**src/rtl/tsr_pkg.sv**
```systemverilog
package tsr_pkg;

  typedef enum logic {
    MODE_SERIAL    = 1'b0,
    MODE_SEGMENTED = 1'b1
  } tsr_mode_e;

  // Index (0-based) of the last stage in segment k.
  function automatic int unsigned seg_tail_idx(int unsigned k, int unsigned seg_len);
    return (k + 1) * seg_len - 1;
  endfunction

  // Index (0-based) of the first stage in segment k.
  function automatic int unsigned seg_head_idx(int unsigned k, int unsigned seg_len);
    return k * seg_len;
  endfunction

  // Source of a segment head: the external tap bit when segmented, else the chain.
  function automatic logic pick_head(tsr_mode_e mode, logic chain_bit, logic ext_bit);
    return (mode == MODE_SEGMENTED) ? ext_bit : chain_bit;
  endfunction

endpackage

```
**src/rtl/tsr_head_sel.sv**
```systemverilog
module tsr_head_sel
  import tsr_pkg::*;
(
  input  logic mode_seg,
  input  logic prev_tail,
  input  logic ext_in,
  output logic head
);

  tsr_mode_e mode;
  assign mode = tsr_mode_e'(mode_seg);

  always_comb begin
    head = pick_head(mode, prev_tail, ext_in);
  end

endmodule

```
**src/rtl/tsr_segment.sv**
```systemverilog
module tsr_segment #(
  parameter int unsigned SEG_LEN = 16
) (
  input  logic               clk,
  input  logic               head_in,
  output logic [SEG_LEN-1:0] q,
  output logic               tail
);

  always_ff @(posedge clk) begin
    q <= {q[SEG_LEN-2:0], head_in};
  end

  assign tail = q[SEG_LEN-1];

  // Becomes 1 after the first edge, so $past is never read before it is valid.
  logic past_ok = 1'b0;
  always_ff @(posedge clk) past_ok <= 1'b1;

  AST_SEG_INNER_SHIFT: assert property (@(posedge clk) disable iff (!past_ok)
    q[SEG_LEN-1:1] == $past(q[SEG_LEN-2:0]));

  AST_SEG_HEAD_LOAD: assert property (@(posedge clk) disable iff (!past_ok)
    q[0] == $past(head_in));

endmodule

```
**src/rtl/tapped_shift_reg.sv**
```systemverilog
module tapped_shift_reg
  import tsr_pkg::*;
#(
  parameter int unsigned SEG_LEN = 16,
  parameter int unsigned NUM_SEG = 4
) (
  input  logic               clk,
  input  logic               mode_seg,
  input  logic               din,
  input  logic [NUM_SEG-1:0] tap_in,
  output logic [NUM_SEG-1:0] tap_out,
  output logic [NUM_SEG-1:0] tap_oe
);

  localparam int unsigned TOTAL = SEG_LEN * NUM_SEG;

  logic [NUM_SEG-1:0] seg_head;
  logic [NUM_SEG-1:0] seg_tail;
  logic [TOTAL-1:0]   stages;

  // The last tap feeds no further segment; its input side goes nowhere.
  logic unused_last_tap_in;
  assign unused_last_tap_in = tap_in[NUM_SEG-1];

  for (genvar g = 0; g < NUM_SEG; g++) begin : g_seg
    if (g == 0) begin : g_entry
      assign seg_head[g] = din;
    end else begin : g_link
      tsr_head_sel u_head (
        .mode_seg  (mode_seg),
        .prev_tail (seg_tail[g-1]),
        .ext_in    (tap_in[g-1]),
        .head      (seg_head[g])
      );
    end

    tsr_segment #(.SEG_LEN(SEG_LEN)) u_segment (
      .clk     (clk),
      .head_in (seg_head[g]),
      .q       (stages[seg_tail_idx(g, SEG_LEN):seg_head_idx(g, SEG_LEN)]),
      .tail    (seg_tail[g])
    );
  end

  assign tap_out = seg_tail;
  assign tap_oe  = {NUM_SEG{~mode_seg}};

  logic past_ok = 1'b0;
  always_ff @(posedge clk) past_ok <= 1'b1;

  AST_ENTRY_TAKES_DIN: assert property (@(posedge clk) disable iff (!past_ok)
    stages[0] == $past(din));

  for (genvar b = 1; b < NUM_SEG; b++) begin : g_bound_chk
    AST_SERIAL_BOUNDARY: assert property (@(posedge clk) disable iff (!past_ok)
      !$past(mode_seg) |-> stages[b*SEG_LEN] == $past(stages[b*SEG_LEN-1]));

    AST_SEGMENT_BOUNDARY: assert property (@(posedge clk) disable iff (!past_ok)
      $past(mode_seg) |-> stages[b*SEG_LEN] == $past(tap_in[b-1]));
  end

  AST_TAP_MIRRORS_STAGE: assert property (@(posedge clk) disable iff (!past_ok)
    tap_out[NUM_SEG-1] == stages[TOTAL-1]);

endmodule

```
**config.mk**
```make
export PLATFORM = sky130hd
export DESIGN_NAME = tapped_shift_reg
export DESIGN_NICKNAME = d
export VERILOG_FILES = /design/src/rtl/tsr_pkg.sv /design/src/rtl/tsr_head_sel.sv /design/src/rtl/tsr_segment.sv /design/src/rtl/tapped_shift_reg.sv
export SDC_FILE = /design/constraint.sdc
export NUM_CORES = 1
export LEC_CHECK = 0
export BUFFER_PORTS_ARGS = -buffer_cell sky130_fd_sc_hd__buf_4
export CAP_MARGIN = 20
export CORE_MARGIN = 2
export CORE_UTILIZATION = 40
export DETAILED_ROUTE_END_ITERATION = 10
export GPL_ROUTABILITY_DRIVEN = 0
export PLACE_DENSITY = 0.55
export SLEW_MARGIN = 30
export SYNTH_ARGS = -nofsm -noshare
export SYNTH_HDL_FRONTEND = slang
export SYNTH_SLANG_ARGS = --single-unit
```
**constraint.sdc**
```tcl
create_clock -name clk -period 0.8 [get_ports clk]
set_clock_uncertainty 0.05 [all_clocks]
set_input_delay 0.24 -clock clk [delete_from_list [all_inputs] [get_ports clk]]
set_output_delay 0.24 -clock clk [all_outputs]
set_load 0.05 [all_outputs]
```
==> results of run 1 <==
worst paths after layout:
path	endpoint	slack [ps]	cells after the start	from
setup / recovery	tap_out[1]	-370	1	g_seg[1].u_segment.q[15]
hold reg to reg	g_seg[1].u_segment.q[15]	280	0	g_seg[1].u_segment.q[14]
hold / removal	g_seg[2].u_segment.q[0]	40	2	tap_in[1]
setup reg to reg	g_seg[1].u_segment.q[0]	-70	2	g_seg[0].u_segment.q[15]
cells in the final DEF (no fill, tap or decap):
cell / synthesis / routed
dlygate4sd3_1: 0 / 1
buf_4: 7 / 7
bufinv_16: 0 / 1
clkbuf_8: 0 / 4
dfxtp_2: 0 / 4
buf_6: 0 / 3
clkbuf_1: 0 / 1
dfxtp_1: 64 / 60
buf_8: 0 / 6
clkbuf_4: 0 / 9
mux2_2: 3 / 3
clkinv_2: 0 / 1
clkinvlp_4: 0 / 1
cells in the mapped netlist, drive strengths merged:
cell and n:
dfxtp 64, buf 7, mux2 3, inv 1
report_power, final:
group	switching [mW]	internal, mW	total (mW)
logic	0.124	0.107	0.232
clock network	0.991	1.29	2.29
registers	0.0699	3.45	3.52
total	1.19	4.85	6.03
through the flow:
| step | instance area, um^2 | worst slack, ps |
|---|---|---|
| 2_1_floorplan | 1386 | -242.7 |
| 3_3_place_gp | 1478 | -148.7 |
| 3_5_place_dp | 1478 | -162.9 |
| 4_1_cts | 1725 | -397.2 |
| 5_1_grt | 1733 | -433.2 |
| 6_report | 1733 | -367.0 |
what timing repair did:
action | in CTS | in global routing
setup buffers | 3 | 0
cloned | 0 | 0
hold endpoints to repair | 1 | 1
gates resized for setup | 17 | 2
setup endpoints to repair | 8 | 9
area by class of cell:
type                            instances  area, um^2
Clock buffer                           14       126.4
Tap cell                               46       57.56
Sequential cell                        64        1286
Timing Repair Buffer                   17       186.4
Clock inverter                          2       35.03
Fill cell                             301        1578
Multi-Input combinational cell          3       33.78
Inverter                                1       7.507
logic make-up after synthesis:
logic type and synth area share:
buf+inv 0.04106, mux 0.02463, flops 0.9343
metal layers:
layer  up-vias  routed length [um]
met5         -                   0
li1        267                   -
met3         2                 152
met1       238                 709
met2        19                 710
met4         0                  21
==> impl_metrics.yaml, run 1 <==
grt:
  grt.busiest_layer: "met2"
  gr-usage-met2: 0.1438
  grt_max_degree: 11
  grt_use_total: 0.1080
  grt_first_pass_wirelength_um: 2787
  overflow: 0
  use_met1: 0.1092
  antenna_found_initial: 0
  grt_pass1_vias: 589
  met3_usage: 0.1045
worst_setup_path:
  crit_buf_inv: 1
  cp_slowest_cell: "dfxtp_2"
  setup.worst_path.end_class: "output pin"
  cp_top_family: "flip-flops"
  crit_chain: "buf_8"
  cp-start-kind: "flip-flop"
  required_ps: 510
  critPathMaxFanout: 2
  crit_type: "reg2out"
  crit_arrival_ps: 880
  slowest_delay_ps: 360
die:
  coreArea_um2: 3311
  rows: 21
  start_util: 0.4142
  dieHeight_um: 62.55
  die_area_um2: 3913
  die_x_um: 62.55
  io_pins: 15
sta:
  whs_ps: 41.71
  setup_tns_ps: -1958
  maxSlewViolCount: 0
  max_slew_margin: 0.9223
  hold_violations: 0
  fin_crit_sh: 1.459
  fmax_mhz: 856.9
  setup_violations: 9
  rsz0062_at_grt: "yes"
  period_needed_ps: 1167
  tightest_slew_ps: 116.3
  setup_ws_ps: -367.0
clock_network:
  clock-sinks: 64
  cts_buffers: 9
  root_buffer: "clkbuf_4"
  postCtsHoldBufs: 1
  cts_tree: "built"
  htree_levels: 3
  clk_pin_slew_ps: 90
  clock_latency_ps: 370
  cts_buffer_depth: 2
detailed_routing:
  viasPerCell: 3.578
  vias: 526
  drc_errors: 0
  drt-pass1-iter-count: 4
  drtIter0Drc: 15
  routed_wirelength_um: 1593
  ant_nets: 0
  wl_per_cell_um: 10.84
worst_hold_path:
  hold_path_class: "in2reg"
power:
  power.leakage_nw: 0.7418
  finalPower_mw: 6.033
  ir_drop_mv: 1.613
  p_per_area_nw_per_um2: 3481
synthesis:
  synth_largest_area_cell: "dfxtp_1"
  seq_area_frac_synth: 0.9343
  synth_area_um2: 1371
  synth_area_leaders: "dfxtp_1 (93%), buf_4 (3.8%), mux2_2 (2.5%), inv_1 (0.27%)"
  syn-num-nets: 82
  syn_area_per_cell_um2: 18.28
  synth_top_area_share: 0.9343
  syn-instance-count: 75
  netlist-cell-type-count: 4
  yosysWarnings: 0
  synth_seq_cells: 64
outcome:
  violations: "negative setup slack"
  outcome: "complete, but fails checks"
layout:
  syn2layout_area_growth_pct: 26.37
  final_cells: 147
  num_antenna_cells: 0
  drive_above_1_share: 0.3861
  top_regs: "g_seg.u_segment.q x64"
  largest_reg_flops: 64
  fin_nets: 103
  top_register: "g_seg.u_segment.q"
  post-route-util: 0.5234
placement:
  portBuffers: 13
  hpwl_um: 700.3
  dp.cells: 127
flow_run:
  max_cap_viol_count: 0
(Power assumes the default switching activity.)
==> run 2: changes to the inputs <==
--- a/config.mk
+++ b/config.mk
@@ -6,7 +6,6 @@
 export NUM_CORES = 1
 export LEC_CHECK = 0
 export BUFFER_PORTS_ARGS = -buffer_cell sky130_fd_sc_hd__buf_4
-export CAP_MARGIN = 20
 export CORE_MARGIN = 2
 export CORE_UTILIZATION = 40
 export DETAILED_ROUTE_END_ITERATION = 10
==> constraint.sdc (replaced) <==
create_clock -name clk -period 1.2 [get_ports clk]
set_clock_uncertainty 0.05 [all_clocks]
set_input_delay 0.36 -clock clk [delete_from_list [all_inputs] [get_ports clk]]
set_output_delay 0.36 -clock clk [all_outputs]
set_load 0.05 [all_outputs]
==> run 2 against run 1 <==
The flow still finishes with violations (negative setup slack). Total power shrank 37%. Routed wire length shrank 4.1%. Combinational power shrank 33%. Flip-flop and latch count is the same. Die area is the same.
==> impl_metrics.yaml, run 2 (synthesis gave the netlist of run 1 again) <==
clock_network:
  cts_buffers: 9
  cts_buffer_depth: 2
  clk_pin_slew_ps: 100
  clock-sinks: 64
  clock_latency_ps: 380
  root_buffer: "clkbuf_4"
  cts_tree: "built"
  htree_levels: 3
worst_setup_path:
  required_ps: 790
  crit_type: "reg2out"
  cp_top_family: "flip-flops"
  critPathMaxFanout: 2
  slowest_delay_ps: 360
  crit_buf_inv: 1
  crit_chain: "buf_8"
  cp_slowest_cell: "dfxtp_2"
  cp-start-kind: "flip-flop"
  crit_arrival_ps: 870
  setup.worst_path.end_class: "output pin"
grt:
  antenna_found_initial: 0
  grt_max_degree: 11
  grt_pass1_vias: 515
  met3_usage: 0.09369
  gr-usage-met2: 0.1250
  use_met1: 0.1033
  grt_first_pass_wirelength_um: 2553
  overflow: 0
  grt_use_total: 0.1007
  grt.busiest_layer: "met2"
layout:
  syn2layout_area_growth_pct: 24.09
  num_antenna_cells: 0
  design_area_um2: 1702
  largest_reg_flops: 64
  fill_cells: 287
  top_regs: "g_seg.u_segment.q x64"
  top_register: "g_seg.u_segment.q"
  drive_above_1_share: 0.3800
  layout_common_cells: "dfxtp_1 (60), clkbuf_4 (9), buf_4 (7)"
  final_common_cell: "dfxtp_1"
  fin_nets: 103
power:
  p_comb_frac: 0.041
  power.leakage_nw: 0.7281
  switching_share: 0.2024
  p_sw_uw: 771.7
  seq_power_share: 0.614
  p_int_mw: 3.041
  p_per_area_nw_per_um2: 2241
  clkPwrFrac: 0.345
  ir_drop_mv: 1.098
detailed_routing:
  viasPerCell: 3.671
  vias: 536
  drc_errors: 0
  routed_wirelength_um: 1528
  wl_per_cell_um: 10.47
  drtIter0Drc: 20
  ant_nets: 0
  drt-pass1-iter-count: 2
die:
  coreArea_um2: 3311
  die_area_um2: 3913
  io_pins: 15
  start_util: 0.4142
  rows: 21
  die_x_um: 62.55
  dieHeight_um: 62.55
placement:
  portBuffers: 13
  hpwl_um: 814.4
  dp_slack_ps: 14.68
  dpl-instance-area_um2: 1485
worst_hold_path:
  hold_path_class: "in2reg"
sta:
  tightest_slew_ps: 143.1
  period_needed_ps: 1282
  setup_tns_ps: -290.0
  fmax_mhz: 780.2
  fin_crit_sh: 1.068
  rsz0062_at_grt: "yes"
  hold_violations: 0
  setup_ws_ps: -81.76
  max_slew_margin: 0.9044
  setup_violations: 4
  maxSlewViolCount: 0
outcome:
  outcome: "complete, but fails checks"
  violations: "negative setup slack"
flow_run:
  max_cap_viol_count: 0
run 2: repair_timing:
item | CTS | global route
hold endpoints to repair | 0 | 1
endpoints found under the setup margin | 4 | 8
hold buffers | 0 | 1
gates resized for setup | 10 | 9
setup buffers | 2 | 0
run 2: final timing paths:
kind	from	to	slack (ps)	cells past startpoint
setup / recovery	g_seg[2].u_segment.q[15]	tap_out[2]	-80	1
hold / removal	tap_in[0]	g_seg[1].u_segment.q[0]	170	2
setup reg to reg	g_seg[2].u_segment.q[15]	g_seg[3].u_segment.q[0]	330	2
hold reg to reg	g_seg[0].u_segment.q[8]	g_seg[0].u_segment.q[9]	270	0
run 2: metrics by stage:
stage               hold slack (ps)    util  std cells  power, mW
floorplan                     259.6       -         75      2.468
global placement              261.8  0.4486        128      2.504
detailed placement            262.1  0.4486        128      2.506
CTS                           8.207  0.5008        145      3.843
global route                  133.3  0.5140        146      3.990
finish                        167.1  0.5140        146      3.813
run 2: layout make-up:
type	count	area [um^2]	area share
multi-input cells	3	33.78	0.01985
inverters	1	7.507	0.004412
clock inverters	4	45.04	0.02647
well taps	46	57.56	0.03382
repair buffers	17	186.4	0.1096
flip-flops and latches	64	1286	0.7559
clock buffers	11	85.08	0.05000
run 2: worst reg2reg max path, stage by stage (launching register included):
cell	delay, ps
dfxtp_2	340
buf_4	130
mux2_2	240
run 2: per-layer routing:
layer | share of wire | vias to the layer above
met5 | 0 | -
met4 | 0.012 | 0
met3 | 0.085 | 2
met2 | 0.43 | 18
met1 | 0.47 | 249
li1 | - | 267
run 2: power groups by stage:
stage / combinational, mW / clock [mW] / sequential [mW]
2_1_floorplan: 0.102 / 0 / 2.37
3_3_place_gp: 0.122 / 0 / 2.38
3_5_place_dp: 0.123 / 0 / 2.38
4_1_cts: 0.141 / 1.36 / 2.35
5_1_grt: 0.160 / 1.47 / 2.36
6_report: 0.156 / 1.32 / 2.34
==> run 3: changes to the inputs <==
--- a/config.mk
+++ b/config.mk
@@ -11,6 +11,7 @@
 export DETAILED_ROUTE_END_ITERATION = 10
 export GPL_ROUTABILITY_DRIVEN = 0
 export PLACE_DENSITY = 0.55
+export SETUP_SLACK_MARGIN = 0.5
 export SLEW_MARGIN = 30
 export SYNTH_ARGS = -nofsm -noshare
 export SYNTH_HDL_FRONTEND = slang
==> run 3 against run 2 <==
Critical path type unchanged. Combinational power increased by 7%. Largest cell class unchanged. Final cell count increased by 0.68%. Critical path depth unchanged. The run still ends with negative setup slack left. Core utilization increased by 0.87 points. Worst hold slack got worse by 120 ps. Critical endpoint is now tap_out[1]. Global-route usage increased by 0.12 points. Total power increased by 2.6%. Cell area increased by 1.7%.
==> impl_metrics.yaml, run 3 (synthesis gave the netlist of run 1 again) <==
worst_setup_path:
  r2r_slack_ps: 310
  r2r_cells: 2
  critPathMaxFanout: 2
  cp_slowest_cell: "dfxtp_2"
  crit_arrival_ps: 870
  crit_type: "reg2out"
  crit_chain: "buf_8"
  rr_endpoint: "g_seg[1].u_segment.q[0]"
  cp_top_family: "flip-flops"
  cp-start-kind: "flip-flop"
  setup.worst_path.end_class: "output pin"
  slowest_delay_ps: 360
  crit_buf_inv: 1
  reg2reg_from: "g_seg[0].u_segment.q[15]"
  required_ps: 790
detailed_routing:
  ant_nets: 0
  viasPerCell: 3.680
  routed_wirelength_um: 1518
  drc_errors: 0
  drtIter0Drc: 15
  drt-pass1-iter-count: 3
  vias: 541
  wl_per_cell_um: 10.33
clock_network:
  root_buffer: "clkbuf_4"
  cts_tree: "built"
  cts_buffer_depth: 2
  clock-sinks: 64
  htree_levels: 3
  cts_buffers: 9
  clock_latency_ps: 370
  clk_pin_slew_ps: 90
sta:
  setup_violations: 4
  period_needed_ps: 1279
  setup_tns_ps: -287.3
  whs_ps: 44.82
  maxSlewViolCount: 0
  setup_ws_ps: -79.06
  fmax_mhz: 781.8
  hold_violations: 0
  max_slew_margin: 0.9052
  fin_crit_sh: 1.066
  rsz0062_at_grt: "yes"
  tightest_slew_ps: 141.8
die:
  dieHeight_um: 62.55
  coreArea_um2: 3311
  rows: 21
  start_util: 0.4142
  die_area_um2: 3913
  die_x_um: 62.55
  io_pins: 15
layout:
  top_register: "g_seg.u_segment.q"
  design_area_um2: 1730
  largest_reg_flops: 64
  drive_above_1_share: 0.3861
  layout_common_cells: "dfxtp_1 (60), clkbuf_4 (9), buf_4 (7), buf_8 (7), dfxtp_2 (4)"
  fill_cells: 285
  top_regs: "g_seg.u_segment.q x64"
  fin_nets: 103
  final_cells: 147
  post-route-util: 0.5227
  syn2layout_area_growth_pct: 26.19
  num_antenna_cells: 0
  final_common_cell: "dfxtp_1"
outcome:
  violations: "negative setup slack"
  outcome: "complete, but fails checks"
worst_hold_path:
  worstHoldEndpoint: "g_seg[0].u_segment.q[0]"
  hold_start: "din"
  whs_path_depth: 1
  hold_path_class: "in2reg"
grt:
  grt_max_degree: 11
  overflow: 0
  antenna_found_initial: 0
  grt_first_pass_wirelength_um: 2608
  grt_pass1_vias: 568
  grt_use_total: 0.1018
placement:
  dp.cells: 128
  dpl-instance-area_um2: 1501
  dp_slack_ps: 19.46
  hpwl_um: 828.3
  portBuffers: 13
power:
  power.leakage_nw: 0.7487
  p_per_area_nw_per_um2: 2261
  finalPower_mw: 3.913
  ir_drop_mv: 1.342
flow_run:
  max_cap_viol_count: 0
[run 3: routing by layer]
layer | vias up | routed length [um] | GRT usage | part of all wire
met3 | 4 | 100 | 0.06667 | 0.066
met4 | 0 | 31 | 0.1083 | 0.020
li1 | 269 | - | - | -
met5 | - | 0 | 0 | 0
met2 | 17 | 661 | 0.1223 | 0.44
met1 | 251 | 724 | 0.1127 | 0.48
[run 3: power breakdown]
part           internal [mW]  switching [mW]  leakage [nW]
logic                 0.0809          0.0859         0.129
registers               2.30          0.0426         0.540
clock network          0.747           0.660        0.0801
total                   3.12           0.789         0.749
[run 3: how the worst max path moves through the flow]
stage,startpoint,end,cells past startpoint,slack (ps)
after global routing,g_seg[2].u_segment.q[15],tap_out[2],1,-140
after detailed placement,mode_seg,tap_oe[2],3,20
after CTS,g_seg[0].u_segment.q[15],tap_out[0],1,-120
after global placement,mode_seg,tap_oe[2],3,30
final,g_seg[1].u_segment.q[15],tap_out[1],1,-80
after floorplan,mode_seg,tap_oe[1],2,-80
[run 3: cell type report]
class                           instances  area (um^2)  share of cell area
Tap cell                               46        57.56             0.03326
Sequential cell                        64         1286              0.7433
Multi-Input combinational cell          3        45.04             0.02603
Inverter                                1        7.507            0.004338
Timing Repair Buffer                   17        191.4              0.1106
Clock inverter                          3        40.04             0.02314
Clock buffer                           13        102.6             0.05929
[run 3: repair_timing]
action | 4_1_cts | 5_1_grt
cloned | 0 | 0
hold buffers | 0 | 0
setup buffers | 3 | 0
resized for setup | 17 | 0
endpoints found under the setup margin | 11 | 11
